[config.mk]
export PLATFORM = sky130hd
export DESIGN_NAME = acc_alu
export DESIGN_NICKNAME = d
export VERILOG_FILES = /design/src/rtl/acc_alu_pkg.sv /design/src/rtl/acc_alu_arith.sv /design/src/rtl/acc_alu_unary.sv /design/src/rtl/acc_alu_flow.sv /design/src/rtl/acc_alu.sv
export SDC_FILE = /design/constraint.sdc
export NUM_CORES = 1
export LEC_CHECK = 0
export BUFFER_PORTS_ARGS = -buffer_cell sky130_fd_sc_hd__buf_2
export CAP_MARGIN = 20
export CELL_PAD_IN_SITES_DETAIL_PLACEMENT = 0
export CELL_PAD_IN_SITES_GLOBAL_PLACEMENT = 2
export CORE_MARGIN = 3
export CORE_UTILIZATION = 31
export CTS_BUF_LIST = sky130_fd_sc_hd__clkbuf_8
export DETAILED_ROUTE_END_ITERATION = 16
export HOLD_SLACK_MARGIN = 0.06
export PLACE_DENSITY = 0.81
export SYNTH_ARGS = -nofsm -noshare
export SYNTH_HDL_FRONTEND = slang
export SYNTH_SLANG_ARGS = --single-unit
[constraint.sdc]
create_clock -name clk -period 0.8 [get_ports clk]
set_clock_uncertainty 0.2 [all_clocks]
set_input_delay 0.16 -clock clk [delete_from_list [all_inputs] [get_ports clk]]
set_output_delay 0.16 -clock clk [all_outputs]
set_load 0.005 [all_outputs]
[src/rtl/acc_alu_pkg.sv]
package acc_alu_pkg;

   localparam int OP_W = 5;

   typedef enum logic [OP_W-1:0] {
      OP_ADDW  = 5'd0,
      OP_ADDC  = 5'd1,
      OP_SUBW  = 5'd2,
      OP_SUBB  = 5'd3,
      OP_AND   = 5'd4,
      OP_IOR   = 5'd5,
      OP_XOR   = 5'd6,
      OP_COMF  = 5'd7,
      OP_INCF  = 5'd8,
      OP_DECF  = 5'd9,
      OP_CLR   = 5'd10,
      OP_MOVF  = 5'd11,
      OP_RLC   = 5'd12,
      OP_RRC   = 5'd13,
      OP_INCSZ = 5'd14,
      OP_DECSZ = 5'd15,
      OP_BTSC  = 5'd16,
      OP_BTSS  = 5'd17,
      OP_JMPW  = 5'd18
   } acc_op_e;

   typedef struct packed {
      logic c;
      logic dc;
      logic z;
   } acc_flags_t;

   function automatic logic op_is_arith(acc_op_e op);
      return op inside {OP_ADDW, OP_ADDC, OP_SUBW, OP_SUBB};
   endfunction

   function automatic logic op_is_zonly(acc_op_e op);
      return op inside {OP_AND, OP_IOR, OP_XOR, OP_COMF, OP_INCF, OP_DECF, OP_CLR};
   endfunction

   function automatic logic op_is_rot(acc_op_e op);
      return op inside {OP_RLC, OP_RRC};
   endfunction

   function automatic logic op_is_skip(acc_op_e op);
      return op inside {OP_INCSZ, OP_DECSZ, OP_BTSC, OP_BTSS};
   endfunction

endpackage

[src/rtl/acc_alu_arith.sv]
module acc_alu_arith
   import acc_alu_pkg::*;
#(
   parameter int DATA_W = 8
) (
   input  acc_op_e           op,
   input  logic [DATA_W-1:0] a,
   input  logic [DATA_W-1:0] w,
   input  logic              c_in,
   output logic [DATA_W-1:0] sum,
   output logic              c_out,
   output logic              dc_out
);
   localparam int HALF = DATA_W / 2;

   logic              is_sub;
   logic              cin;
   logic [DATA_W-1:0] w_eff;
   logic [HALF:0]     lo_sum;
   logic [DATA_W:0]   full_sum;

   always_comb begin
      is_sub = (op == OP_SUBW) || (op == OP_SUBB);
      unique case (op)
         OP_ADDC, OP_SUBB: cin = c_in;
         OP_SUBW:          cin = 1'b1;
         default:          cin = 1'b0;
      endcase
      w_eff = is_sub ? ~w : w;
   end

   assign lo_sum   = {1'b0, a[HALF-1:0]} + {1'b0, w_eff[HALF-1:0]} + {{HALF{1'b0}}, cin};
   assign full_sum = {1'b0, a} + {1'b0, w_eff} + {{DATA_W{1'b0}}, cin};

   assign sum    = full_sum[DATA_W-1:0];
   assign c_out  = full_sum[DATA_W];
   assign dc_out = lo_sum[HALF];

   // Low half of the full sum must agree with the nibble adder.
   always_comb begin
      nib_agree_chk: assert (full_sum[HALF-1:0] == lo_sum[HALF-1:0])
         else $error("nibble adder disagrees with full adder");
   end

endmodule

[src/rtl/acc_alu_unary.sv]
module acc_alu_unary
   import acc_alu_pkg::*;
#(
   parameter int DATA_W = 8
) (
   input  acc_op_e           op,
   input  logic [DATA_W-1:0] a,
   input  logic [DATA_W-1:0] w,
   input  logic              c_in,
   output logic [DATA_W-1:0] res,
   output logic              c_out
);
   localparam logic [DATA_W-1:0] ONE = DATA_W'(1);

   always_comb begin
      c_out = c_in;
      unique case (op)
         OP_AND:           res = a & w;
         OP_IOR:           res = a | w;
         OP_XOR:           res = a ^ w;
         OP_COMF:          res = ~a;
         OP_INCF, OP_INCSZ: res = a + ONE;
         OP_DECF, OP_DECSZ: res = a - ONE;
         OP_CLR:           res = '0;
         OP_RLC: begin
            res   = {a[DATA_W-2:0], c_in};
            c_out = a[DATA_W-1];
         end
         OP_RRC: begin
            res   = {c_in, a[DATA_W-1:1]};
            c_out = a[0];
         end
         default:          res = a;
      endcase
   end

endmodule

[src/rtl/acc_alu_flow.sv]
module acc_alu_flow
   import acc_alu_pkg::*;
#(
   parameter int DATA_W = 8,
   parameter int PC_W   = 10,
   localparam int BIT_W = $clog2(DATA_W)
) (
   input  acc_op_e           op,
   input  logic [DATA_W-1:0] a,
   input  logic [DATA_W-1:0] ures,
   input  logic [DATA_W-1:0] w,
   input  logic [BIT_W-1:0]  bit_sel,
   input  logic [PC_W-1:0]   pc,
   output logic              skip,
   output logic [PC_W-1:0]   pc_next
);
   localparam int EXT_W = PC_W - DATA_W;

   logic [PC_W-1:0] pc_inc;
   logic [PC_W-1:0] w_sext;
   logic            tested;

   assign pc_inc = pc + PC_W'(1);
   assign w_sext = {{EXT_W{w[DATA_W-1]}}, w};
   assign tested = a[bit_sel];

   always_comb begin
      unique case (op)
         OP_INCSZ, OP_DECSZ: skip = (ures == '0);
         OP_BTSC:            skip = ~tested;
         OP_BTSS:            skip = tested;
         default:            skip = 1'b0;
      endcase
      pc_next = (op == OP_JMPW) ? pc_inc + w_sext : pc_inc;
   end

endmodule

[src/rtl/acc_alu.sv]
module acc_alu
   import acc_alu_pkg::*;
#(
   parameter int  DATA_W  = 8,
   parameter int  PC_W    = 10,
   parameter bit  REG_OUT = 1'b1,
   localparam int BIT_W   = $clog2(DATA_W)
) (
   input  logic              clk,
   input  logic              rst_n,
   input  logic [OP_W-1:0]   op_i,
   input  logic [DATA_W-1:0] w_i,
   input  logic [DATA_W-1:0] f_i,
   input  logic [DATA_W-1:0] k_i,
   input  logic              use_k_i,
   input  logic              dest_f_i,
   input  logic [BIT_W-1:0]  bit_sel_i,
   input  logic              c_i,
   input  logic              dc_i,
   input  logic              z_i,
   input  logic [PC_W-1:0]   pc_i,
   output logic [DATA_W-1:0] res_o,
   output logic              dest_f_o,
   output logic              c_o,
   output logic              dc_o,
   output logic              z_o,
   output logic              skip_o,
   output logic [PC_W-1:0]   pc_next_o
);

   // Elaboration-time parameter checks
   if (DATA_W < 4 || (DATA_W % 2) != 0) begin : g_bad_data_w
      $error("DATA_W must be even and at least 4");
   end
   if (PC_W <= DATA_W) begin : g_bad_pc_w
      $error("PC_W must exceed DATA_W");
   end

   acc_op_e           op;
   logic [DATA_W-1:0] opnd;
   logic [DATA_W-1:0] a_sum;
   logic              a_c;
   logic              a_dc;
   logic [DATA_W-1:0] u_res;
   logic              u_c;
   logic              f_skip;
   logic [PC_W-1:0]   f_pc;

   assign op   = acc_op_e'(op_i);
   assign opnd = use_k_i ? k_i : f_i;

   acc_alu_arith #(.DATA_W(DATA_W)) arith_i (
      .op(op), .a(opnd), .w(w_i), .c_in(c_i),
      .sum(a_sum), .c_out(a_c), .dc_out(a_dc)
   );

   acc_alu_unary #(.DATA_W(DATA_W)) unary_i (
      .op(op), .a(opnd), .w(w_i), .c_in(c_i),
      .res(u_res), .c_out(u_c)
   );

   acc_alu_flow #(.DATA_W(DATA_W), .PC_W(PC_W)) flow_i (
      .op(op), .a(opnd), .ures(u_res), .w(w_i), .bit_sel(bit_sel_i),
      .pc(pc_i), .skip(f_skip), .pc_next(f_pc)
   );

   // Result and flag selection
   logic [DATA_W-1:0] nx_res;
   acc_flags_t        nx_fl;
   logic              nx_dest;

   always_comb begin
      nx_res  = op_is_arith(op) ? a_sum : u_res;
      nx_fl   = '{c: c_i, dc: dc_i, z: z_i};
      nx_dest = use_k_i ? 1'b0 : dest_f_i;
      if (op_is_arith(op)) begin
         nx_fl.c  = a_c;
         nx_fl.dc = a_dc;
         nx_fl.z  = (nx_res == '0);
      end else if (op_is_zonly(op)) begin
         nx_fl.z  = (nx_res == '0);
      end else if (op_is_rot(op)) begin
         nx_fl.c  = u_c;
         nx_fl.z  = (nx_res == '0);
      end
   end

   if (REG_OUT) begin : g_reg
      always_ff @(posedge clk or negedge rst_n) begin
         if (!rst_n) begin
            res_o     <= '0;
            dest_f_o  <= 1'b0;
            c_o       <= 1'b0;
            dc_o      <= 1'b0;
            z_o       <= 1'b0;
            skip_o    <= 1'b0;
            pc_next_o <= '0;
         end else begin
            res_o     <= nx_res;
            dest_f_o  <= nx_dest;
            c_o       <= nx_fl.c;
            dc_o      <= nx_fl.dc;
            z_o       <= nx_fl.z;
            skip_o    <= f_skip;
            pc_next_o <= f_pc;
         end
      end


      zonly_keeps_carry_chk: assert property (@(posedge clk) disable iff (!rst_n)
         op_is_zonly(op) |=> (c_o == $past(c_i) && dc_o == $past(dc_i)))
         else $error("logic op altered C or DC");


      move_keeps_flags_chk: assert property (@(posedge clk) disable iff (!rst_n)
         (op == OP_MOVF) |=> ({c_o, dc_o, z_o} == $past({c_i, dc_i, z_i})))
         else $error("move altered a flag");


      literal_dest_w_chk: assert property (@(posedge clk) disable iff (!rst_n)
         use_k_i |=> !dest_f_o)
         else $error("literal operand sent result to f");


      plain_pc_step_chk: assert property (@(posedge clk) disable iff (!rst_n)
         (op != OP_JMPW) |=> (pc_next_o == $past(pc_i) + PC_W'(1)))
         else $error("non-jump did not step PC by one");


      skip_only_chk: assert property (@(posedge clk) disable iff (!rst_n)
         !op_is_skip(op) |=> !skip_o)
         else $error("skip raised by non-skip op");


      arith_zero_chk: assert property (@(posedge clk) disable iff (!rst_n)
         op_is_arith(op) |=> (z_o == (res_o == '0)))
         else $error("Z disagrees with arithmetic result");
   end else begin : g_comb
      assign res_o     = nx_res;
      assign dest_f_o  = nx_dest;
      assign c_o       = nx_fl.c;
      assign dc_o      = nx_fl.dc;
      assign z_o       = nx_fl.z;
      assign skip_o    = f_skip;
      assign pc_next_o = f_pc;
   end

endmodule

== Word level (Yosys, flattened, before mapping) ==
Cells that the tools add are included.

* Flip-flop bits (word level): 23

* $add $sub $neg: 8
* Magnitude comparators: 1
* Mux-type cells: 18
* Bitwise logic cells: 6
* Equality and inequality tests: 17
* Reduce and logical (&&, ||, !) cells: 11

{| class="wikitable"
|+ Operators with widths
! cell !! count
|-
| 8-bit one-hot mux with 9 select lines || 1
|-
| 5-bit by 4-bit == test with 1-bit output (second input constant) || 7
|-
| 8-bit 2-to-1 mux || 3
|-
| 5-bit by 3-bit == test with 1-bit output (second input constant) || 4
|-
| 8-bit zero test || 2
|-
| 8-bit inverter || 2
|-
| 5-bit == test (second input constant) || 3
|-
| 10-bit by 1-bit adder with 10-bit output (second input constant) || 1
|-
| 10-bit adder || 1
|-
| 5-bit by 2-bit == test with 1-bit output (second input constant) || 2
|-
| 10-bit 2-to-1 mux || 1
|-
| 8-bit by 8-bit adder with 9-bit output || 1
|-
| 9-bit by 1-bit adder with 9-bit output || 1
|-
| 1-bit 2-to-1 mux || 9
|-
| 8-bit by 1-bit adder with 8-bit output (second input constant) || 1
|-
| 8-bit bitwise AND || 1
|-
| 8-bit OR || 1
|-
| 2-bit OR reduction || 4
|-
| 8-bit by 1-bit subtractor with 8-bit output (second input constant) || 1
|-
| 8-bit XOR || 1
|-
| 7-bit nonzero test || 1
|-
| 4-bit by 4-bit adder with 5-bit output || 1
|-
| 5-bit by 1-bit adder with 5-bit output || 1
|-
| 5-bit by 1-bit == test with 1-bit output (second input constant) || 1
|-
| 9 further kinds || 10
|}

== Logic depth before layout (Yosys ltp) ==
Gate-level depths: netlist of the first run.

* Depth after elaboration: 10
* Depth in mapped cells: 17

== Cells and area by module ==
Synthesis of the first run repeated with hierarchy kept, for this count alone.

* Cells, all modules: 406
* Area, all modules: 3345.7 sq um

{| class="wikitable"
|+ Modules (own cells, without submodules)
! module !! area an instance (sq um) !! cells an instance !! times used !! sequential area each (sq um)
|-
| acc_alu_unary || 1255.0 || 181 || 1 || 0.0
|-
| acc_alu || 924.6 || 77 || 1 || 575.6
|-
| acc_alu_flow || 745.7 || 99 || 1 || 0.0
|-
| acc_alu_arith || 420.4 || 49 || 1 || 0.0
|}

== Worst setup path before layout of the first run ==
No wires, ideal clock.

* Kind: in2reg
* From: input port op_i[4]
* To: register z_o
* Arrival time: 3.406 ns
* Path buffers: 3
* Stages: 16
* Setup slack: -2.928 ns
* Library setup time: 0.121 ns
* Cell sequence: buf_6 -> nor3_1 -> clkbuf_1 -> and2_1 -> clkbuf_1 -> xnor2_1 -> fa_1 -> inv_1 -> fa_1 -> a21o_1 -> a21oi_1 -> o21ai_0 -> xnor2_1 -> o22ai_2 -> nor2_1 -> a32o_1

{| class="wikitable"
|+ RTL lines
! item !! RTL line !! source
|-
| start, declared || acc_alu.sv:11 || <nowiki>input logic [OP_W-1:0] op_i,</nowiki>
|-
| end signal, assigned || acc_alu.sv:103 || <nowiki>z_o <= nx_fl.z;</nowiki>
|-
| end, declared || acc_alu.sv:26 || <nowiki>output logic z_o,</nowiki>
|}

== Final worst setup path of the first run ==
* From: input port op_i[1]
* To: register skip_o

* Cells in the longest elaborated chain, start to end: 5

{| class="wikitable"
|+ Ends and longest elaborated chain
! item !! RTL line !! source
|-
| 5-bit by 4-bit == test with 1-bit output (on tied branches) || acc_alu_unary.sv:17, acc_alu_flow.sv:28 ||
|-
| 2-bit OR reduction || acc_alu_unary.sv:17 || <nowiki>unique case (op)</nowiki>
|-
| 8-bit one-hot mux with 9 select lines || acc_alu_unary.sv:17 ||
|-
| 8-bit zero test || acc_alu_flow.sv:29 || <nowiki>OP_INCSZ, OP_DECSZ: skip = (ures == '0);</nowiki>
|-
| 1-bit one-hot mux with 3 select lines (*) || acc_alu_flow.sv:28 || <nowiki>unique case (op)</nowiki>
|-
| via f_skip || acc_alu.sv:46 || <nowiki>logic f_skip;</nowiki>
|-
| end signal, assigned || acc_alu.sv:104 || <nowiki>skip_o <= f_skip;</nowiki>
|-
| end, declared || acc_alu.sv:27 || <nowiki>output logic skip_o,</nowiki>
|}

Mark *: on every way through the listed nets, which the timed path passes. The rest lies on a longest branch.

==> results.md, run 1 <==
- Core outline area: 9860 um2
- Number of global-route vias before repair: 3797
- Worst Setup End Kind: flip-flop
- H-tree levels: 1
- Setup WS post-layout: -2.02 ns
- Max IR drop VDD: 515 uV
- Post-synthesis net count: 444
- EDFF count, synth: 0
- Max-slew headroom: 71.1%
- Die X: 107 um
- Yosys warns: 0
- Unique masters post-synth: 71
- Routed WL per cell: 17.9 um
- Buffers added on ports: 71
- Post-synth top area share: 18.1%
- Max Freq: 355 MHz
- Seq pwr share: 22.8%
- Seq/Total Area, Yosys: 18.1%
- Cell chain of the critical path: buf_8 -> xor2_4 -> nor3b_4 -> buf_6 -> fa_2 -> a21o_1 -> a211o_1 -> a311oi_2 -> a41o_1 -> a21boi_2 -> nand4_1 -> or4b_4 -> o32ai_2
- Min Tclk post-route: 2.82 ns
- Worst Path Required: 0.78 ns
- Slew Limit Fails: 0
- Combinational share of power: 63.3%
- Boundary Pins: 72
- Share of layout cells above drive strength 1: 58.5%
- Final setup vio count: 45
- Design Power: 5.74 mW
- Worst-margin pin slew: 0.432 ns
- Worst Hold Class: in2reg
- CTS tree: yes
- Area leader, netlist: dfrtp_1
- Grt ovf: 0
- # hold bufs at CTS: 1
- Final hold viol count: 5
- CTS root buf: clkbuf_8
- Violated checks: negative hold slack, negative setup slack
- Avg Synthesized Cell Area: 9.03 um2
- Hold path start: z_i
- Clock network fraction of design power: 13.9%
- GP Congestion: 0.922
- Total number of vias: 3610
- Net switching power: 2.16 mW
- Nets: 664
- Most frequent cells after synthesis: ha_1, dfrtp_1, inv_1, nand2_1
- First-pass GRT wire length: 19300 um
- Tot GR Track Use: 21.6%
- Max Fanout on Critical Path: 5
- Status: complete, but fails checks
- Dpl ws: -2.58 ns
- Pint: 3.57 mW
- Hold Slack: -0.0753 ns
- Slowest CP cell: or4b_4
- Post-synth top flop: dfrtp_1
- Residual DRC: 0
- Die area: 11500 um2
- Post-route ant nets: 0
- Final worst-path cycle share: 352%
- Starting Density: 32.2%
- Synth async-reset ratio: 100%
- Clock transition at path regs: 0.09 ns
- Leakage power: 2.58 nW
- Initial DRC count: 223
- Power Density: 1040 nW/um2
- CTS Sinks: 23
- CP startpoint: op_i[1]
- Routed Wire Length: 12600 um
- Switching part of the total: 37.7%
- Setup repair after global routing missed its margin: true
- TritonCTS buffer count: 3
- Critical path type: in2reg
- Die height: 107 um
- Drt via density: 5.13
- Detailed Routing Iterations Pass 1: 5
- Crit path launch type: input pin
- Area grow syn2layout: 73.6%
- Max Root-Sink Buffers: 2
- Max-capacitance violation count: 0
- Max stage delay on crit path: 0.52 ns
- Placed cell areas: 4700 um2
- Mapped Area: 3180 um2
- Critical Path AT: 2.79 ns
- Cell with the most instances after synthesis: ha_1
- Placed wire-length estimate: 9900 um
- Yosys reg bits: 23
- Initial antenna violation count: 0
- Final instance area: 5520 um2
- Largest net degree at the start of global routing: 24
- Synth top area cells: dfrtp_1, ha_1, xnor2_1
- FP Rows: 36
- Syn Inst Count: 352
- Diode count: 0
[metrics by stage]
step | hold WS, ns | std cells | util [%] | setup TNS, ns
2_1_floorplan | -0.336 | 352 | - | -31.01
3_3_place_gp | -0.0917 | 670 | 47.7 | -37.98
3_5_place_dp | -0.0835 | 670 | 47.7 | -38.82
4_1_cts | -0.0759 | 692 | 52.8 | -37.77
5_1_grt | -0.0663 | 704 | 56.0 | -39.61
6_report | -0.0753 | 704 | 56.0 | -37.26
[flip-flops by register name, summed over array words and instances (netlist names)]
name	flops
z_o	1
pc_next_o	10
res_o	8
dest_f_o	1
dc_o	1
skip_o	1
c_o	1
[power by group through the flow]
stage,Sequential (mW),Combinational (mW),Clock (mW)
after floorplan,1.35,1.56,0
after global placement,1.33,2.95,0
after detailed placement,1.33,2.97,0
after CTS,1.31,3.32,0.811
after global routing,1.32,3.94,0.845
final,1.31,3.63,0.797
[cell families after synthesis]
logic type                 after synthesis  share of synthesized area (%)
AOI/OAI and AO/OA                      103                           23.5
xor gates and xnor gates                32                           8.82
adders and majority gates               43                           17.9
buffers and inverters                   35                           6.45
DFF                                     23                           18.1
muxes                                   16                           8.85
and+or+nand+nor                        100                           16.5
[repair_timing]
action | CTS | global route
pin swaps | 44 | 58
hold endpoints to repair | 29 | 5
endpoints found under the setup margin | 45 | 45
setup buffers | 17 | 19
gates resized for setup | 68 | 51
[cell usage in the layout (no fill, tap or decap), types with 4 or more instances in the layout]
| cell | instances |
|---|---|
| a22oi_1 | 7 |
| fa_2 | 4 |
| nor2_1 | 14 |
| a211oi_2 | 4 |
| buf_8 | 8 |
| mux2i_4 | 7 |
| xnor2_1 | 13 |
| buf_4 | 131 |
| inv_2 | 4 |
| nor2_4 | 4 |
| xor2_1 | 8 |
| nor3_1 | 10 |
| inv_1 | 19 |
| o21ai_1 | 9 |
| a21oi_2 | 9 |
| o21ai_0 | 9 |
| ha_4 | 8 |
| buf_12 | 4 |
| ha_1 | 28 |
| a21oi_1 | 9 |
| dfrtp_1 | 23 |
| xnor2_2 | 6 |
| nand2_1 | 21 |
| buf_2 | 63 |
| a21o_1 | 6 |
| o211ai_1 | 5 |
| nand3_1 | 9 |
| buf_6 | 18 |
[worst paths after layout]
check | slack, ns | depth (start not counted) | endpoint
worst max-delay path | -2.02 | 13 | skip_o$_DFF_PN0_
worst min-delay path | -0.08 | 2 | z_o$_DFF_PN0_
max in group asynchronous | 0.09 | 3 | res_o[7]$_DFF_PN0_
min in group asynchronous | 0.15 | 3 | res_o[6]$_DFF_PN0_
[area by class of cell]
type,instances,area [um2]
Clock buffer,3,41.3
Clock inverter,1,5.00
Fill cell,890,4340
Inverter,24,95.1
Multi-Input combinational cell,294,2920
Sequential cell,23,576
Tap cell,133,166
Timing Repair Buffer,226,1720
[metal layers]
metal | up-vias | wire [um] | track usage (%)
met3 | 28 | 660 | 1.80
met5 | - | 0 | 0
met4 | 0 | 395 | 7.95
met1 | 1726 | 5460 | 29.6
met2 | 107 | 6100 | 35.5
li1 | 1749 | - | -
[critical path: cells and delay by family]
kind | cells | cell delay (ns)
AO/OA/AOI/OAI | 6 | 1.15
AND/OR/NAND/NOR | 3 | 0.66
adder cells (fa/ha/maj) | 1 | 0.39
buffers and inverters | 2 | 0.24
XOR/XNOR | 1 | 0.18
Note: power is estimated with default switching activity, not from simulation.
==> inputs of run 2 (changes only) <==
Settings changed: ABC_AREA from default to 1, CORE_UTILIZATION 31 to 27.
==> results.md, run 2 <==
- Status: complete, but fails checks
- Violated checks: negative hold slack, negative setup slack
- Setup WS post-layout: -1.42 ns (+0.596 ns)
- Worst-margin pin slew: 0.402 ns (-0.0300 ns)
- Clock transition at path regs: 0.12 ns (+0.03 ns)
- Hold Slack: -0.136 ns (-0.0610 ns)
- # fillers: 1129 (+27%)
- Buffers added on ports: 71 (unchanged)
- Placed cell areas: 4980 um2 (+5.9%)
- Die X: 116 um (+8.1%)
- Min Tclk post-route: 2.22 ns (-0.596 ns)
- Synth async-reset ratio: 100% (unchanged)
- Critical Path AT: 2.23 ns (-0.56 ns)
- Worst Setup End Kind: flip-flop
- Starting Density: 28.1% (-4.1 points)
- Worst Path Required: 0.81 ns (+0.03 ns)
- # hold bufs at CTS: 1 (unchanged)
- Yosys warns: 0 (unchanged)
- Initial antenna violation count: 0 (unchanged)
- Xor and xnor area share after synthesis: 6.17% (-2.6 points)
- Share of layout cells above drive strength 1: 51.2% (-7.3 points)
- Synth top area cells: nand2_1, dfrtp_1, ha_1
- Unique masters post-synth: 37 (-48%)
- GP Congestion: 0.887 (-3.8%)
- Die area: 13400 um2 (+17%)
- Largest net degree at the start of global routing: 24 (unchanged)
- EDFF count, synth: 0 (unchanged)
- Boundary Pins: 72 (unchanged)
- Core outline area: 11600 um2 (+18%)
- Hold Crit Depth: 3 (+1)
- Area grow syn2layout: 84.6%
- Hold-critical path endpoint: dest_f_o$_DFF_PN0_
- Max reg flops: 10 (unchanged)
- Max-slew headroom: 73.2% (+2.1 points)
- Most common library cell in the layout ignoring fill and taps: nand2_1
- Power Density: 961 nW/um2 (-7.5%)
- Max IR drop VDD: 526 uV (+2.2%)
- FP Rows: 39 (+8.3%)
- Area leader, netlist: nand2_1
- Total number of vias: 4165 (+15%)
- Adder and majority gate portion of the synthesized area: 17.4% (-0.47 points)
- Routed WL per cell: 14.2 um (-21%)
- Max Root-Sink Buffers: 2 (unchanged)
- Crit path launch type: input pin
- First-pass GRT wire length: 20700 um (+7.3%)
- Placed wire-length estimate: 10300 um (+4.3%)
- Initial DRC count: 193 (-13%)
- Highest-count cells in the layout ignoring fill and taps: nand2_1, buf_4, buf_2
- Detailed Routing Iterations Pass 1: 4 (-1)
- Setup repair after global routing missed its margin: true
- CTS root buf: clkbuf_8
- TritonCTS buffer count: 3 (unchanged)
- Slew Limit Fails: 0 (unchanged)
- Final instance area: 6030 um2 (+9.2%)
- Post-synthesis net count: 626 (+41%)
- Grt ovf: 0 (unchanged)
- Max Fanout on Critical Path: 4 (-1)
- Syn Inst Count: 534 (+52%)
- Seq/Total Area, Yosys: 17.6% (-0.47 points)
- Post-synthesis compound-gate area fraction: 8.70% (-15 points)
- Max Freq: 451 MHz (+27%)
- Worst Hold Class: in2reg
- Drt via density: 4.57 (-11%)
- Post-route ant nets: 0 (unchanged)
- Largest family of logic cells by synthesized area: simple AND/OR/NAND/NOR gates
- CTS Sinks: 23 (unchanged)
- Synth Area in Simple Gates: 40.4% (+24 points)
- Final setup vio count: 45 (unchanged)
- Die height: 116 um (+8.1%)
- Post-synthesis mux area share: 0% (-8.9 points)
- Hold path start: dest_f_i
- Most frequent cells after synthesis: nand2_1, inv_1, nor2_1
- Final worst-path cycle share: 277% (-74 points)
- Post-synth top area share: 21.3% (+3.2 points)
- Largest regs: pc_next_o: 10 flops, res_o: 8 flops
- Critical path type: in2reg
- Routed Wire Length: 13000 um (+2.7%)
- Diode count: 0 (unchanged)
- Final hold viol count: 4 (-1)
- Yosys reg bits: 23 (unchanged)
- Number of global-route vias before repair: 4239 (+12%)
- H-tree levels: 1 (unchanged)
- Avg Synthesized Cell Area: 6.11 um2 (-32%)
- Cell with the most instances after synthesis: nand2_1
- Top reg by flops: pc_next_o
- Leakage power: 3.17 nW (+23%)
- Post-synth top flop: dfrtp_1
- Nets: 861 (+30%)
- CTS tree: yes
- Tot GR Track Use: 19.4% (-2.2 points)
- Residual DRC: 0 (unchanged)
- Mapped Area: 3260 um2 (+2.7%)
- Max-capacitance violation count: 0 (unchanged)
==> run 2: cell type report <==
cell class              instances  area [um2]  area share [%]
repair buffers                233        1790            29.6
clock inverters                 1        5.00          0.0830
well taps                     143         179            2.97
multi-input cells             428        3100            51.5
flip-flops and latches         23         576            9.55
clock buffers                   3        41.3           0.685
inverters                      80         338            5.61
==> run 2: cells by family (layout without fill, tap and decap cells) <==
family                     count (synthesis)  in the layout
AOI/OAI and AO/OA                         50             50
and+or+nand+nor                          312            312
buffers and inverters                     83            317
adders and majority gates                 43             43
DFF                                       23             23
xor gates and xnor gates                  23             23
==> run 2: layer usage <==
layer	part of all wire [%]	global-route usage, %
met5	0	0
met4	1.9	4.49
met3	4.1	1.98
met2	49	34.7
met1	45	25.2
==> run 2: worst max-delay path, stage by stage <==
cell and delay (ns):
buf_8 0.11, nor2_4 0.16, nand2_4 0.08, xor2_2 0.14, fa_2 0.23, inv_2 0.05, fa_2 0.37, buf_4 0.14
buf_4 0.12, xor2_1 0.13, nand2_1 0.07, nand2_2 0.07, nor2_1 0.09, nand2_1 0.07, nor2_1 0.10, nand3_1 0.08
nand2_1 0.06
==> run 2: repair_timing <==
item / 4_1_cts / 5_1_grt
cloned: 0 / 0
gates resized for setup: 90 / 103
endpoints found under the hold margin: 29 / 5
pin swaps: 79 / 64
setup buffers: 31 / 17
endpoints found under the setup margin: 45 / 45
==> run 2: how the worst max path moves through the flow <==
stage                          to    start  slack (ns)  cells past startpoint
floorplan           z_o$_DFF_PN0_  op_i[1]       -1.46                     19
global placement    z_o$_DFF_PN0_  op_i[1]       -1.75                     20
detailed placement  z_o$_DFF_PN0_  op_i[1]       -1.78                     18
CTS                 z_o$_DFF_PN0_  op_i[3]       -1.37                     19
global route        z_o$_DFF_PN0_  op_i[2]       -1.53                     20
finish              z_o$_DFF_PN0_  op_i[2]       -1.42                     17
==> run 2: through the flow <==
step	TNS, ns	cells	total power, mW	utilization (%)	worst slack (ns)
after floorplan	-22.33	534	2.78	-	-1.46
after global placement	-31.42	870	4.12	42.9	-1.75
after detailed placement	-32.07	870	4.17	42.9	-1.78
after CTS	-31.46	903	5.39	47.9	-1.37
after global routing	-33.82	911	6.26	51.9	-1.53
final	-31.30	911	5.79	51.9	-1.42
==> run 2: where the power goes <==
part,internal (mW),switching [mW],total [mW]
registers,1.28,0.0263,1.31
clock network,0.350,0.477,0.827
logic,1.82,1.84,3.66
total,3.45,2.34,5.79
==> inputs of run 3 (changes only) <==
Settings changed: CORE_UTILIZATION 27 to 28, SYNTH_HIERARCHICAL from default to 1.
==> results.md, run 3 <==
- Status: complete, but fails checks
- Violated checks: negative hold slack, negative setup slack
- Hold Slack: -0.152 ns (-0.0157 ns)
- Hold-critical path endpoint: dest_f_o$_DFF_PN0_
- Total negative slack: -31.99 ns (-0.689 ns)
- Buffers added on ports: 71 (unchanged)
- Yosys reg bits: 23 (unchanged)
- Largest regs: pc_next_o: 10 flops, res_o: 8 flops
- Highest-count cells in the layout ignoring fill and taps: buf_4, nand2_1, inv_1
- Largest net degree at the start of global routing: 24 (unchanged)
- Hold path start: use_k_i
- Share of layout cells above drive strength 1: 52.7% (+1.5 points)
- Die height: 119 um (+2.7%)
- Max Fanout on Critical Path: 5 (+1)
- Tot GR Track Use: 18.5% (-0.99 points)
- Drt via density: 4.61 (+0.83%)
- # hold bufs at CTS: 1 (unchanged)
- Area leader, netlist: nand2_1
- Final setup vio count: 45 (unchanged)
- Top reg by flops: pc_next_o
- Initial antenna violation count: 0 (unchanged)
- Max-slew headroom: 76.1% (+2.9 points)
- Max-capacitance violation count: 0 (unchanged)
- Yosys warns: 6 (+6)
- Syn Inst Count: 563 (+5.4%)
- GP Congestion: 0.888 (about the same)
- Boundary Pins: 72 (unchanged)
- Leakage power: 3.27 nW (+3.2%)
- Final worst-path cycle share: 281% (+3.9 points)
- Number of global-route vias before repair: 4223 (-0.38%)
- Worst Setup End Kind: flip-flop
- Hold Crit Depth: 2 (-1)
- Final hold viol count: 5 (+1)
- Placed wire-length estimate: 10500 um (+2.1%)
- Routed WL per cell: 13.9 um (-2.2%)
- Setup repair after global routing missed its margin: true
- Worst Hold Class: in2reg
- Clock transition at path regs: 0.10 ns (-0.02 ns)
- Synth top area cells: nand2_1, dfrtp_1, ha_1
- TritonCTS buffer count: 3 (unchanged)
- Core outline area: 12300 um2 (+5.6%)
- Avg Synthesized Cell Area: 6.36 um2 (+4.0%)
- Post-synth top flop: dfrtp_1
- Routed Wire Length: 13300 um (+2.6%)
- Mapped Area: 3580 um2 (+9.6%)
- Residual DRC: 0 (unchanged)
- Cell with the most instances after synthesis: nand2_1
- Die area: 14200 um2 (+5.4%)
- Synth async-reset ratio: 100% (unchanged)
- Detailed Routing Iterations Pass 1: 4 (unchanged)
- Most common library cell in the layout ignoring fill and taps: buf_4
- Max reg flops: 10 (unchanged)
- CTS root buf: clkbuf_8
- Min Tclk post-route: 2.25 ns (+0.0315 ns)
- Post-synthesis net count: 656 (+4.8%)
- Worst-margin pin slew: 0.355 ns (-0.0478 ns)
- Starting Density: 29.2% (+1.1 points)
- Post-synth top area share: 17.1% (-4.2 points)
- Max Freq: 444 MHz (-1.4%)
- Area grow syn2layout: 79.4%
- First-pass GRT wire length: 21200 um (+2.5%)
- Crit path launch type: input pin
- Most frequent cells after synthesis: nand2_1, inv_1, nor2_1
- Grt ovf: 0 (unchanged)
- Worst Path Required: 0.82 ns (about the same)
- Slew Limit Fails: 0 (unchanged)
- Max IR drop VDD: 719 uV (+37%)
- Unique masters post-synth: 38 (+2.7%)
- Total number of vias: 4407 (+5.8%)
- FP Rows: 40 (+2.6%)
- Diode count: 0 (unchanged)
- Power Density: 962 nW/um2 (about the same)
- Max Root-Sink Buffers: 2 (unchanged)
- CTS Sinks: 23 (unchanged)
- H-tree levels: 1 (unchanged)
- Seq/Total Area, Yosys: 16.1% (-1.5 points)
- Critical path type: in2reg
- Initial DRC count: 190 (-1.6%)
- Nets: 882 (+2.4%)
- Die X: 119 um (+2.7%)
- CTS tree: yes
- Layout Utilization: 52.4% (+0.47 points)
- Setup WS post-layout: -1.45 ns (-0.0315 ns)
- Post-route ant nets: 0 (unchanged)
- EDFF count, synth: 0 (unchanged)
- Critical Path AT: 2.27 ns (+0.04 ns)
-- run 3: cell type report --
cell class | instances | area [um2]
Clock inverter | 1 | 5.00
Clock buffer | 3 | 41.3
Timing Repair Buffer | 225 | 1810
Sequential cell | 23 | 576
Multi-Input combinational cell | 434 | 3370
Tap cell | 168 | 210
Inverter | 102 | 408
Fill cell | 1151 | 5840
-- run 3: power by group --
group | internal, mW | switching (mW) | total (mW) | leakage (nW)
Clock | 0.351 | 0.460 | 0.810 | 0.0255
Combinational | 2.02 | 2.03 | 4.05 | 2.97
Sequential | 1.28 | 0.0263 | 1.31 | 0.274
-- run 3: logic make-up after synthesis --
| logic type | synth area share (%) |
|---|---|
| AND/OR/NAND/NOR | 40.3 |
| buffers and inverters | 11.6 |
| AO/OA/AOI/OAI | 8.88 |
| adder cells (fa/ha/maj) | 16.2 |
| flip-flops | 16.1 |
| XOR/XNOR | 3.67 |
| multiplexers | 3.15 |
-- run 3: metal layers --
| layer | global-route usage, % | part of all wire [%] |
|---|---|---|
| met2 | 31.8 | 49 |
| met4 | 3.19 | 1.2 |
| met5 | 0 | 0 |
| met1 | 24.8 | 46 |
| met3 | 2.61 | 4.0 |
-- run 3: worst max path at each step --
stage,from,end,cells past startpoint
final,op_i[3],z_o$_DFF_PN0_,18
after global routing,op_i[3],z_o$_DFF_PN0_,18
after CTS,op_i[4],z_o$_DFF_PN0_,18
after detailed placement,op_i[2],z_o$_DFF_PN0_,18
after global placement,op_i[2],z_o$_DFF_PN0_,18
after floorplan,op_i[2],z_o$_DFF_PN0_,17
-- run 3: worst max-delay path, cell delays in order --
cell and delay (ns):
buf_12 0.11, nor3_4 0.24, nand2_4 0.12, xor2_4 0.17, fa_2 0.35, inv_2 0.09
fa_2 0.22, nand2_2 0.05, nand2_2 0.07, nand2_2 0.08, xnor2_2 0.14, inv_1 0.07
nand3_2 0.06, nand2_2 0.08, nand2_1 0.05, nor2_1 0.07, nand3_1 0.08, nand2_1 0.06
-- run 3: repair_timing --
| action | 4_1_cts | 5_1_grt |
|---|---|---|
| setup buffers | 23 | 19 |
| pin swaps | 81 | 78 |
| endpoints found under the setup margin | 45 | 45 |
| hold endpoints to repair | 29 | 6 |
| cloned | 0 | 1 |
| gates resized for setup | 114 | 90 |
-- run 3: through the flow --
step | setup WS (ns) | std cells | area [um2] | total power, mW | hold WS [ns]
2_1_floorplan | -1.49 | 563 | 3870 | 3.04 | -0.336
3_3_place_gp | -1.84 | 916 | 5350 | 4.52 | -0.0883
3_5_place_dp | -1.84 | 916 | 5350 | 4.55 | -0.0883
4_1_cts | -1.46 | 941 | 5960 | 5.82 | -0.164
5_1_grt | -1.62 | 956 | 6420 | 6.66 | -0.165
6_report | -1.45 | 956 | 6420 | 6.17 | -0.152
